$ cat config.mk
export PLATFORM = sky130hd
export DESIGN_NAME = ea_gen
export DESIGN_NICKNAME = d
export VERILOG_FILES = /design/src/rtl/ea_pkg.sv /design/src/rtl/ea_field_ext.sv /design/src/rtl/ea_index_scale.sv /design/src/rtl/ea_sum.sv /design/src/rtl/ea_gen.sv
export SDC_FILE = /design/constraint.sdc
export NUM_CORES = 1
export LEC_CHECK = 0
export BUFFER_PORTS_ARGS = -buffer_cell sky130_fd_sc_hd__clkbuf_2
export CAP_MARGIN = 20
export CORE_ASPECT_RATIO = 0.6
export CORE_MARGIN = 2
export CORE_UTILIZATION = 54
export DETAILED_ROUTE_END_ITERATION = 12
export HOLD_SLACK_MARGIN = 0.02
export MAX_ROUTING_LAYER = met4
export PLACE_DENSITY = 0.83
export SLEW_MARGIN = 40
export SYNTH_ARGS = -nofsm -noshare
export SYNTH_HDL_FRONTEND = slang
export SYNTH_SLANG_ARGS = --single-unit
$ cat constraint.sdc
create_clock -name clk -period 5 [get_ports clk]
set_clock_uncertainty 0.1 [all_clocks]
set_input_delay 0.25 -clock clk [delete_from_list [all_inputs] [get_ports clk]]
set_output_delay 0.25 -clock clk [all_outputs]
set_load 0.02 [all_outputs]
$ cat src/rtl/ea_pkg.sv
package ea_pkg;
   typedef enum logic [2:0] {
      EA_ABS     = 3'd0,
      EA_PTR     = 3'd1,
      EA_BDISP   = 3'd2,
      EA_SCALED  = 3'd3,
      EA_PCREL   = 3'd4
   } ea_mode_e;

   typedef enum logic [1:0] {
      SZ_BYTE = 2'd0,
      SZ_HALF = 2'd1,
      SZ_WORD = 2'd2,
      SZ_RSVD = 2'd3
   } ea_size_e;

   localparam int NUM_FIELD_SEL = 4;
endpackage

$ cat src/rtl/ea_field_ext.sv
module ea_field_ext #(
   parameter int IMM_W  = 20,
   parameter int ADDR_W = 32,
   parameter int FW0    = 8,
   parameter int FW1    = 12,
   parameter int FW2    = 16,
   parameter int FW3    = 20
) (
   input  logic [IMM_W-1:0]  imm,
   input  logic [1:0]        sel,
   input  logic              sgn,
   output logic [ADDR_W-1:0] ext
);
   localparam int FW [ea_pkg::NUM_FIELD_SEL] = '{FW0, FW1, FW2, FW3};

   logic [ADDR_W-1:0] cand [ea_pkg::NUM_FIELD_SEL];

   for (genvar g = 0; g < ea_pkg::NUM_FIELD_SEL; g++) begin : g_width
      localparam int W = FW[g];
      logic fill;
      assign fill    = sgn & imm[W-1];
      assign cand[g] = {{(ADDR_W-W){fill}}, imm[W-1:0]};
   end

   assign ext = cand[sel];
endmodule

$ cat src/rtl/ea_index_scale.sv
module ea_index_scale #(
   parameter int IDX_W        = 16,
   parameter int ADDR_W       = 32,
   parameter bit INDEX_SIGNED = 1'b1
) (
   input  logic [IDX_W-1:0]  idx,
   input  logic [1:0]        scale,
   output logic [ADDR_W-1:0] scaled
);
   logic [ADDR_W-1:0] wide;

   if (INDEX_SIGNED) begin : g_sext
      assign wide = {{(ADDR_W-IDX_W){idx[IDX_W-1]}}, idx};
   end else begin : g_zext
      assign wide = {{(ADDR_W-IDX_W){1'b0}}, idx};
   end

   always_comb begin
      unique case (scale)
         2'd0:    scaled = wide;
         2'd1:    scaled = {wide[ADDR_W-2:0], 1'b0};
         2'd2:    scaled = {wide[ADDR_W-3:0], 2'b00};
         default: scaled = {wide[ADDR_W-4:0], 3'b000};
      endcase
   end
endmodule

$ cat src/rtl/ea_sum.sv
module ea_sum #(
   parameter int ADDR_W = 32
) (
   input  ea_pkg::ea_mode_e  mode,
   input  logic [ADDR_W-1:0] base,
   input  logic [ADDR_W-1:0] pc,
   input  logic [ADDR_W-1:0] idx_scaled,
   input  logic [ADDR_W-1:0] fld_ext,
   output logic [ADDR_W-1:0] addr,
   output logic              illegal
);
   import ea_pkg::*;

   logic [ADDR_W-1:0] opa, opb, opc;

   always_comb begin
      opa     = '0;
      opb     = '0;
      opc     = '0;
      illegal = 1'b0;
      unique case (mode)
         EA_ABS:    opc = fld_ext;
         EA_PTR:    opa = base;
         EA_BDISP: begin
            opa = base;
            opc = fld_ext;
         end
         EA_SCALED: begin
            opa = base;
            opb = idx_scaled;
            opc = fld_ext;
         end
         EA_PCREL: begin
            opa = pc;
            opc = {fld_ext[ADDR_W-3:0], 2'b00};
         end
         default:   illegal = 1'b1;
      endcase
   end

   assign addr = opa + opb + opc;
endmodule

$ cat src/rtl/ea_gen.sv
module ea_gen #(
   parameter int ADDR_W       = 32,
   parameter int IDX_W        = 16,
   parameter int IMM_W        = 20,
   parameter int FW0          = 8,
   parameter int FW1          = 12,
   parameter int FW2          = 16,
   parameter int FW3          = 20,
   parameter bit INDEX_SIGNED = 1'b1
) (
   input  logic              clk,
   input  logic              rst,
   input  logic              valid_i,
   input  logic [2:0]        mode_i,
   input  logic [ADDR_W-1:0] base_i,
   input  logic [IDX_W-1:0]  index_i,
   input  logic [1:0]        scale_i,
   input  logic [IMM_W-1:0]  imm_i,
   input  logic [1:0]        imm_sel_i,
   input  logic              imm_signed_i,
   input  logic [ADDR_W-1:0] pc_i,
   input  logic [1:0]        size_i,
   output logic              valid_o,
   output logic [ADDR_W-1:0] addr_o,
   output logic              misalign_o,
   output logic              illegal_o
);
   import ea_pkg::*;

   localparam int WORD_LSB = 2;

   if (FW0 < 1 || FW1 < 1 || FW2 < 1 || FW3 < 1) begin : g_chk_fw_min
      $error("ea_gen: field widths must be positive");
   end
   if (FW0 > IMM_W || FW1 > IMM_W || FW2 > IMM_W || FW3 > IMM_W) begin : g_chk_fw_max
      $error("ea_gen: a field width exceeds IMM_W");
   end
   if (IMM_W + WORD_LSB >= ADDR_W) begin : g_chk_imm
      $error("ea_gen: IMM_W too wide for ADDR_W");
   end
   if (IDX_W + 3 > ADDR_W) begin : g_chk_idx
      $error("ea_gen: IDX_W too wide for ADDR_W");
   end

   ea_mode_e          mode;
   logic              sgn_eff;
   logic [ADDR_W-1:0] fld_ext;
   logic [ADDR_W-1:0] idx_scaled;
   logic [ADDR_W-1:0] sum;
   logic              bad_mode;
   logic              mis_c;

   assign mode = ea_mode_e'(mode_i);

   always_comb begin
      unique case (mode)
         EA_ABS:   sgn_eff = 1'b0;
         EA_PCREL: sgn_eff = 1'b1;
         default:  sgn_eff = imm_signed_i;
      endcase
   end

   ea_field_ext #(
      .IMM_W (IMM_W),
      .ADDR_W(ADDR_W),
      .FW0   (FW0),
      .FW1   (FW1),
      .FW2   (FW2),
      .FW3   (FW3)
   ) u_ext (
      .imm(imm_i),
      .sel(imm_sel_i),
      .sgn(sgn_eff),
      .ext(fld_ext)
   );

   ea_index_scale #(
      .IDX_W       (IDX_W),
      .ADDR_W      (ADDR_W),
      .INDEX_SIGNED(INDEX_SIGNED)
   ) u_idx (
      .idx   (index_i),
      .scale (scale_i),
      .scaled(idx_scaled)
   );

   ea_sum #(
      .ADDR_W(ADDR_W)
   ) u_sum (
      .mode      (mode),
      .base      (base_i),
      .pc        (pc_i),
      .idx_scaled(idx_scaled),
      .fld_ext   (fld_ext),
      .addr      (sum),
      .illegal   (bad_mode)
   );

   assign mis_c = !bad_mode && (ea_size_e'(size_i) == SZ_WORD) &&
                  (sum[WORD_LSB-1:0] != '0);

   always_ff @(posedge clk) begin
      if (rst) valid_o <= 1'b0;
      else     valid_o <= valid_i;
   end

   always_ff @(posedge clk) begin
      if (valid_i) begin
         addr_o     <= bad_mode ? '0 : sum;
         misalign_o <= mis_c;
         illegal_o  <= bad_mode;
      end
   end
endmodule

==> results of run 1 <==
[flip-flops by register name, summed over array words and instances (netlist names)]
| signal | cells |
|---|---|
| valid_o | 1 |
| addr_o | 32 |
| illegal_o | 1 |
| misalign_o | 1 |
[area by class of cell]
type / count / area (um^2) / share of cell area, %
Timing Repair Buffer: 162 / 851 / 14.3
Inverter: 48 / 180 / 3.03
Clock inverter: 3 / 20.0 / 0.337
Tap cell: 112 / 140 / 2.36
Sequential cell: 35 / 1040 / 17.5
Multi-Input combinational cell: 465 / 3580 / 60.3
Clock buffer: 5 / 125 / 2.11
[power by group]
group          internal [mW]  total (mW)  switching [mW]
logic                  0.258       0.663           0.405
registers              0.378       0.390          0.0124
clock network          0.183       0.300           0.117
total                  0.819        1.35           0.534
[worst min path at each step]
stage                     startpoint         end  slack, ps
after floorplan                  rst     valid_o        220
after global placement           rst     valid_o        310
after detailed placement         rst     valid_o        310
after CTS                  size_i[0]  misalign_o        150
after global routing       size_i[0]  misalign_o        160
final                      size_i[0]  misalign_o        150
[per-stage QoR]
| stage | power, mW | cell area [um^2] |
|---|---|---|
| after detailed placement | 1.05 | 5780 |
| final | 1.35 | 5940 |
| after CTS | 1.36 | 5930 |
| after global routing | 1.45 | 5940 |
| after global placement | 1.04 | 5780 |
| after floorplan | 0.837 | 4910 |
[layout by cell type (no fill, tap or decap), types with 9 or more instances in the layout]
cell | netlist | final
and2_1 | 16 | 16
nand2b_1 | 12 | 12
a22o_1 | 19 | 19
buf_4 | 0 | 14
o21ai_0 | 33 | 33
inv_1 | 48 | 48
xnor2_1 | 9 | 9
fa_1 | 32 | 32
mux2i_1 | 13 | 13
xor2_1 | 9 | 9
nand3_1 | 15 | 15
a21oi_1 | 40 | 39
clkbuf_2 | 2 | 146
a22oi_1 | 24 | 24
ha_1 | 31 | 31
edfxtp_1 | 34 | 34
nor2_1 | 46 | 45
nand2_1 | 56 | 56
[cell families (layout without fill, tap and decap cells)]
| kind of cell | after synthesis | after routing | share of synthesized area [%] |
|---|---|---|---|
| AO/OA/AOI/OAI | 180 | 180 | 24.6 |
| XOR/XNOR | 18 | 18 | 3.21 |
| adder cells (fa/ha/maj) | 63 | 63 | 20.9 |
| buffers and inverters | 78 | 218 | 6.06 |
| flip-flops | 35 | 35 | 21.2 |
| multiplexers | 22 | 22 | 6.09 |
| AND/OR/NAND/NOR | 182 | 182 | 17.9 |
[metal layers]
metal	GRT usage, %	vias to the layer above
met5	-	-
met2	48.0	237
li1	-	2385
met1	42.4	2287
met3	6.34	16
met4	3.96	0
==> out/results.ini, run 1 <==
[hold_path]
hold_class = in2reg
hold_depth = 2

[global_route]
grt_pass1_vias = 4730
grt_pass1_wl_mm = 23.4
grt_use_total_pct = 30.6
grt_max_degree = 36
antenna_found_initial = 0
grt_overflow = 0

[finish]
drive_gt1_share_pct = 26.5
nets = 893
fin_cells = 830
antenna_cells = 0
synthToLayoutAreaGrowth_pct = 20.9
final_core_util_pct = 68.4
fillers = 708

[sta]
relSlewSlack_pct = 47.0
worstMarginPinSlew_ps = 795
final-setup-viol-count = 0
fin_crit_ps = 4560
fin_tns_setup_ps = 0
rsz0062_at_grt = no
fmax_mhz = 220
fin_ws_ps = 444
period_share_pct = 91.1
timing.hold.ws_ps = 153
hold_viol_final = 0
report.final.slew_viol_count = 0

[drt]
wl_met2_mm = 6.42
finalWirelength_mm = 14.3
ant_nets = 0
vias_per_cell = 5.93
first_pass_iters = 6
met3_length_mm = 1.24
drc = 0
wl_met1_mm = 6.53
wl_per_cell_um = 17.2
drt_iter0_markers = 430
routed-via-count = 4925
routed.top_layer = met4

[setup_path]
crit_family = compound AO/OA/AOI/OAI gates
cp_max_fo = 9
cp_slowest_cell = fa_1
endpoint_kind = flop
crit_type = in2reg
start_kind = input pin
worst_ep_required_time_ps = 4960
endpoint = addr_o[27]
crit_cells = 17
critPathLaunch = mode_i[2]
cpPeakStageDelay_ps = 540
cp.arrival_ps = 4510
critPathBufInv = 2
worstPathCellList = clkbuf_2, or3b_1, and2_1, o21bai_1, and2_1, o21ba_2, a221oi_1, fa_1, inv_1, ha_1, a21oi_1, o31ai_1, a21oi_1, o21ai_0, a41oi_1, mux2_2, a2111oi_1

[synth]
synth_fp_nets = 754
postSynthCellCount = 578
synthTopCellsByArea = edfxtp_1 (21%), fa_1 (13%), ha_1 (7.9%)
yosys.area.top_type = edfxtp_1
syn_avg_cell_area_um2 = 8.50
ys_ff_latch = 35
ys_seq_area_share_pct = 21.2
ys_async_sr_fraction_pct = 0
netlist_area_um2 = 4910
synth.most_common_cell = nand2_1
synthTopCellsByCount = nand2_1 (56), inv_1 (48), nor2_1 (46)
yosysWarnings = 0
synth_top_area_share_pct = 20.8
synthDistinctLibCells = 64
dominantRegCellSynth = edfxtp_1
synth_edf_count = 34

[floorplan]
io_pins = 148
initial_core_util_pct = 56.6
die_area_um2 = 9900
num_rows = 26
coreArea_um2 = 8690
die_x_um = 127
die_y_um = 77.9

[placement]
finalWeightedCongestion = 0.999
dp_cells = 821
portBuffers = 147
post-place-ws_ps = 221
dp_hpwl_mm = 12.0

[job]
max_cap_violations = 0

[clock_tree]
postCtsHoldBufs = 1
cts_buffers = 5
clock_sinks = 35
cts_max_level = 2
clockBufferDepth = 2
root_buffer = clkbuf_16
cts_tree = built
postCtsSetupRepairBufs = 0
clkSlewWorstSetupHoldPaths_ps = 60
ctsResizeCount = 0

[power_and_ir_drop]
power.density_nw_per_um2 = 228
ir_drop_mv = 0.206
p_leak_nw = 2.83

[outcome]
outcome = finished clean

Note: power is estimated with default switching activity, not from simulation.
==> run 2, diff against run 1 <==
--- a/config.mk
+++ b/config.mk
@@ -13,7 +13,7 @@
 export DETAILED_ROUTE_END_ITERATION = 12
 export HOLD_SLACK_MARGIN = 0.02
 export MAX_ROUTING_LAYER = met4
-export PLACE_DENSITY = 0.83
+export PLACE_DENSITY = 0.88
 export SLEW_MARGIN = 40
 export SYNTH_ARGS = -nofsm -noshare
 export SYNTH_HDL_FRONTEND = slang
==> constraint.sdc (replaced) <==
create_clock -name clk -period 5 [get_ports clk]
set_clock_uncertainty 0.1 [all_clocks]
set_input_delay 1.5 -clock clk [delete_from_list [all_inputs] [get_ports clk]]
set_output_delay 1.5 -clock clk [all_outputs]
set_load 0.02 [all_outputs]
==> out/results.ini, run 2 (synthesis results as in run 1) <==
[finish]
final_cell_mix = clkbuf_2 (144), buf_4 (137), nand2_1 (51), nor2_1 (45), inv_1 (44)
drive_gt1_share_pct = 47.9
layout_commonest_cell = clkbuf_2
synthToLayoutAreaGrowth_pct = 57.1
nets = 1029
largest_register_ffs = 32
antenna_cells = 0
fillers = 440
max_flop_register = addr_o

[drt]
first_pass_iters = 5
drc = 0
routed-via-count = 6058
vias_per_cell = 6.27
ant_nets = 0
wl_per_cell_um = 20.0
drt_iter0_markers = 593
finalWirelength_mm = 19.3

[setup_path]
start_kind = input pin
crit_path_frequent_cell = buf_4
worst_ep_required_time_ps = 5010
crit_type = in2reg
cp_slowest_cell = fa_1
cp_max_fo = 13
cpPeakStageDelay_ps = 560
cp.arrival_ps = 5090
endpoint_kind = flop
worstPathCellList = buf_8, nor2_1, and2_2, buf_4, buf_4, o221a_4, inv_2, fa_1, inv_2, ha_4, nand4_1, buf_4, o31ai_4, a21oi_1, o21ai_1, a41oi_2, mux2_4, a2111oi_4

[clock_tree]
clkSlewWorstSetupHoldPaths_ps = 60
clockBufferDepth = 2
root_buffer = clkbuf_16
cts_max_level = 2
cts_tree = built
clock_sinks = 35
cts_buffers = 5
postCtsHoldBufs = 0

[placement]
portBuffers = 147
finalWeightedCongestion = 0.958
dp_hpwl_mm = 13.6

[power_and_ir_drop]
internal-power_mw = 1.02
p_comb_share_pct = 59.1
power.density_nw_per_um2 = 222
swShare_pct = 40.2
seqPwrFrac_pct = 22.8
ir_drop_mv = 0.195
power.switching_mw = 0.688
p_leak_nw = 3.65
pwr-share-clk_pct = 18.1
power.total_mw = 1.71

[sta]
fin_crit_ps = 5080
rsz0062_at_grt = yes
fin_tns_setup_ps = -235
fin_ws_ps = -81.0
relSlewSlack_pct = 44.2
fmax_mhz = 197
report.final.slew_viol_count = 0
final-setup-viol-count = 4
worstMarginPinSlew_ps = 837
timing.hold.ws_ps = 1260
period_share_pct = 102
hold_viol_final = 0

[global_route]
grt_pass1_wl_mm = 28.1
grt_pass1_vias = 5917
grt_overflow = 0
grt_max_degree = 36
grt_use_total_pct = 36.6
antenna_found_initial = 0

[job]
max_cap_violations = 0

[floorplan]
io_pins = 148
coreArea_um2 = 8690
num_rows = 26
die_y_um = 77.9
die_area_um2 = 9900
die_x_um = 127
initial_core_util_pct = 56.6

[outcome]
violations = setup timing
outcome = finished with violations

[hold_path]
hold_class = in2reg
worstHoldStart = rst
hold_path_end = valid_o
hold_depth = 2

## run 2: final cells by class
| type | instances | area (um^2) | area share (%) |
|---|---|---|---|
| flip-flops and latches | 35 | 1040 | 13.5 |
| repair buffers | 298 | 1970 | 25.5 |
| inverters | 48 | 180 | 2.33 |
| clock inverters | 3 | 20.0 | 0.259 |
| multi-input cells | 465 | 4240 | 55.0 |
| well taps | 112 | 140 | 1.82 |
| clock buffers | 5 | 125 | 1.62 |
## run 2: what timing repair did
item | in CTS | in global routing
pin swaps | 26 | 38
resized for setup | 51 | 63
endpoints found under the setup margin | 13 | 15
setup buffers | 12 | 10
## run 2: worst max path at each step
stage / start / endpoint / slack (ps) / cells after the start
after detailed placement: mode_i[0] / addr_o[31] / -630 / 18
after CTS: mode_i[1] / addr_o[27] / -20 / 18
after global placement: mode_i[0] / addr_o[31] / -620 / 18
after global routing: mode_i[0] / addr_o[29] / -200 / 17
after floorplan: mode_i[2] / addr_o[27] / -200 / 20
final: mode_i[0] / addr_o[27] / -80 / 18
## run 2: routing by layer
| layer | up-vias | global-route usage (%) | routed length [um] |
|---|---|---|---|
| met5 | - | - | 0 |
| met1 | 2905 | 44.0 | 7430 |
| met2 | 416 | 64.0 | 9400 |
| li1 | 2652 | - | - |
| met3 | 85 | 7.38 | 1720 |
| met4 | 0 | 8.90 | 737 |
## run 2: stage by stage
stage,setup WS [ps],instances,utilization (%),cell area (um^2)
2_1_floorplan,-197,578,-,5090
3_3_place_gp,-622,936,78.2,6790
3_5_place_dp,-630,936,78.2,6790
4_1_cts,-19.0,956,83.7,7270
5_1_grt,-197,966,88.9,7720
6_report,-81.0,966,88.9,7720
## run 2: power groups by stage
stage / Sequential (mW) / Combinational, mW / Clock [mW]
2_1_floorplan: 0.449 / 0.420 / 0
3_3_place_gp: 0.394 / 0.792 / 0
3_5_place_dp: 0.396 / 0.814 / 0
4_1_cts: 0.390 / 0.879 / 0.310
5_1_grt: 0.394 / 1.08 / 0.320
6_report: 0.390 / 1.01 / 0.311
## run 2: worst max-delay path: cells and delay by family
kind                       cells  cell delay, ps
AOI/OAI and AO/OA              6             960
and+or+nand+nor                3             630
adders and majority gates      2             830
buffers and inverters          6             810
muxes                          1             340
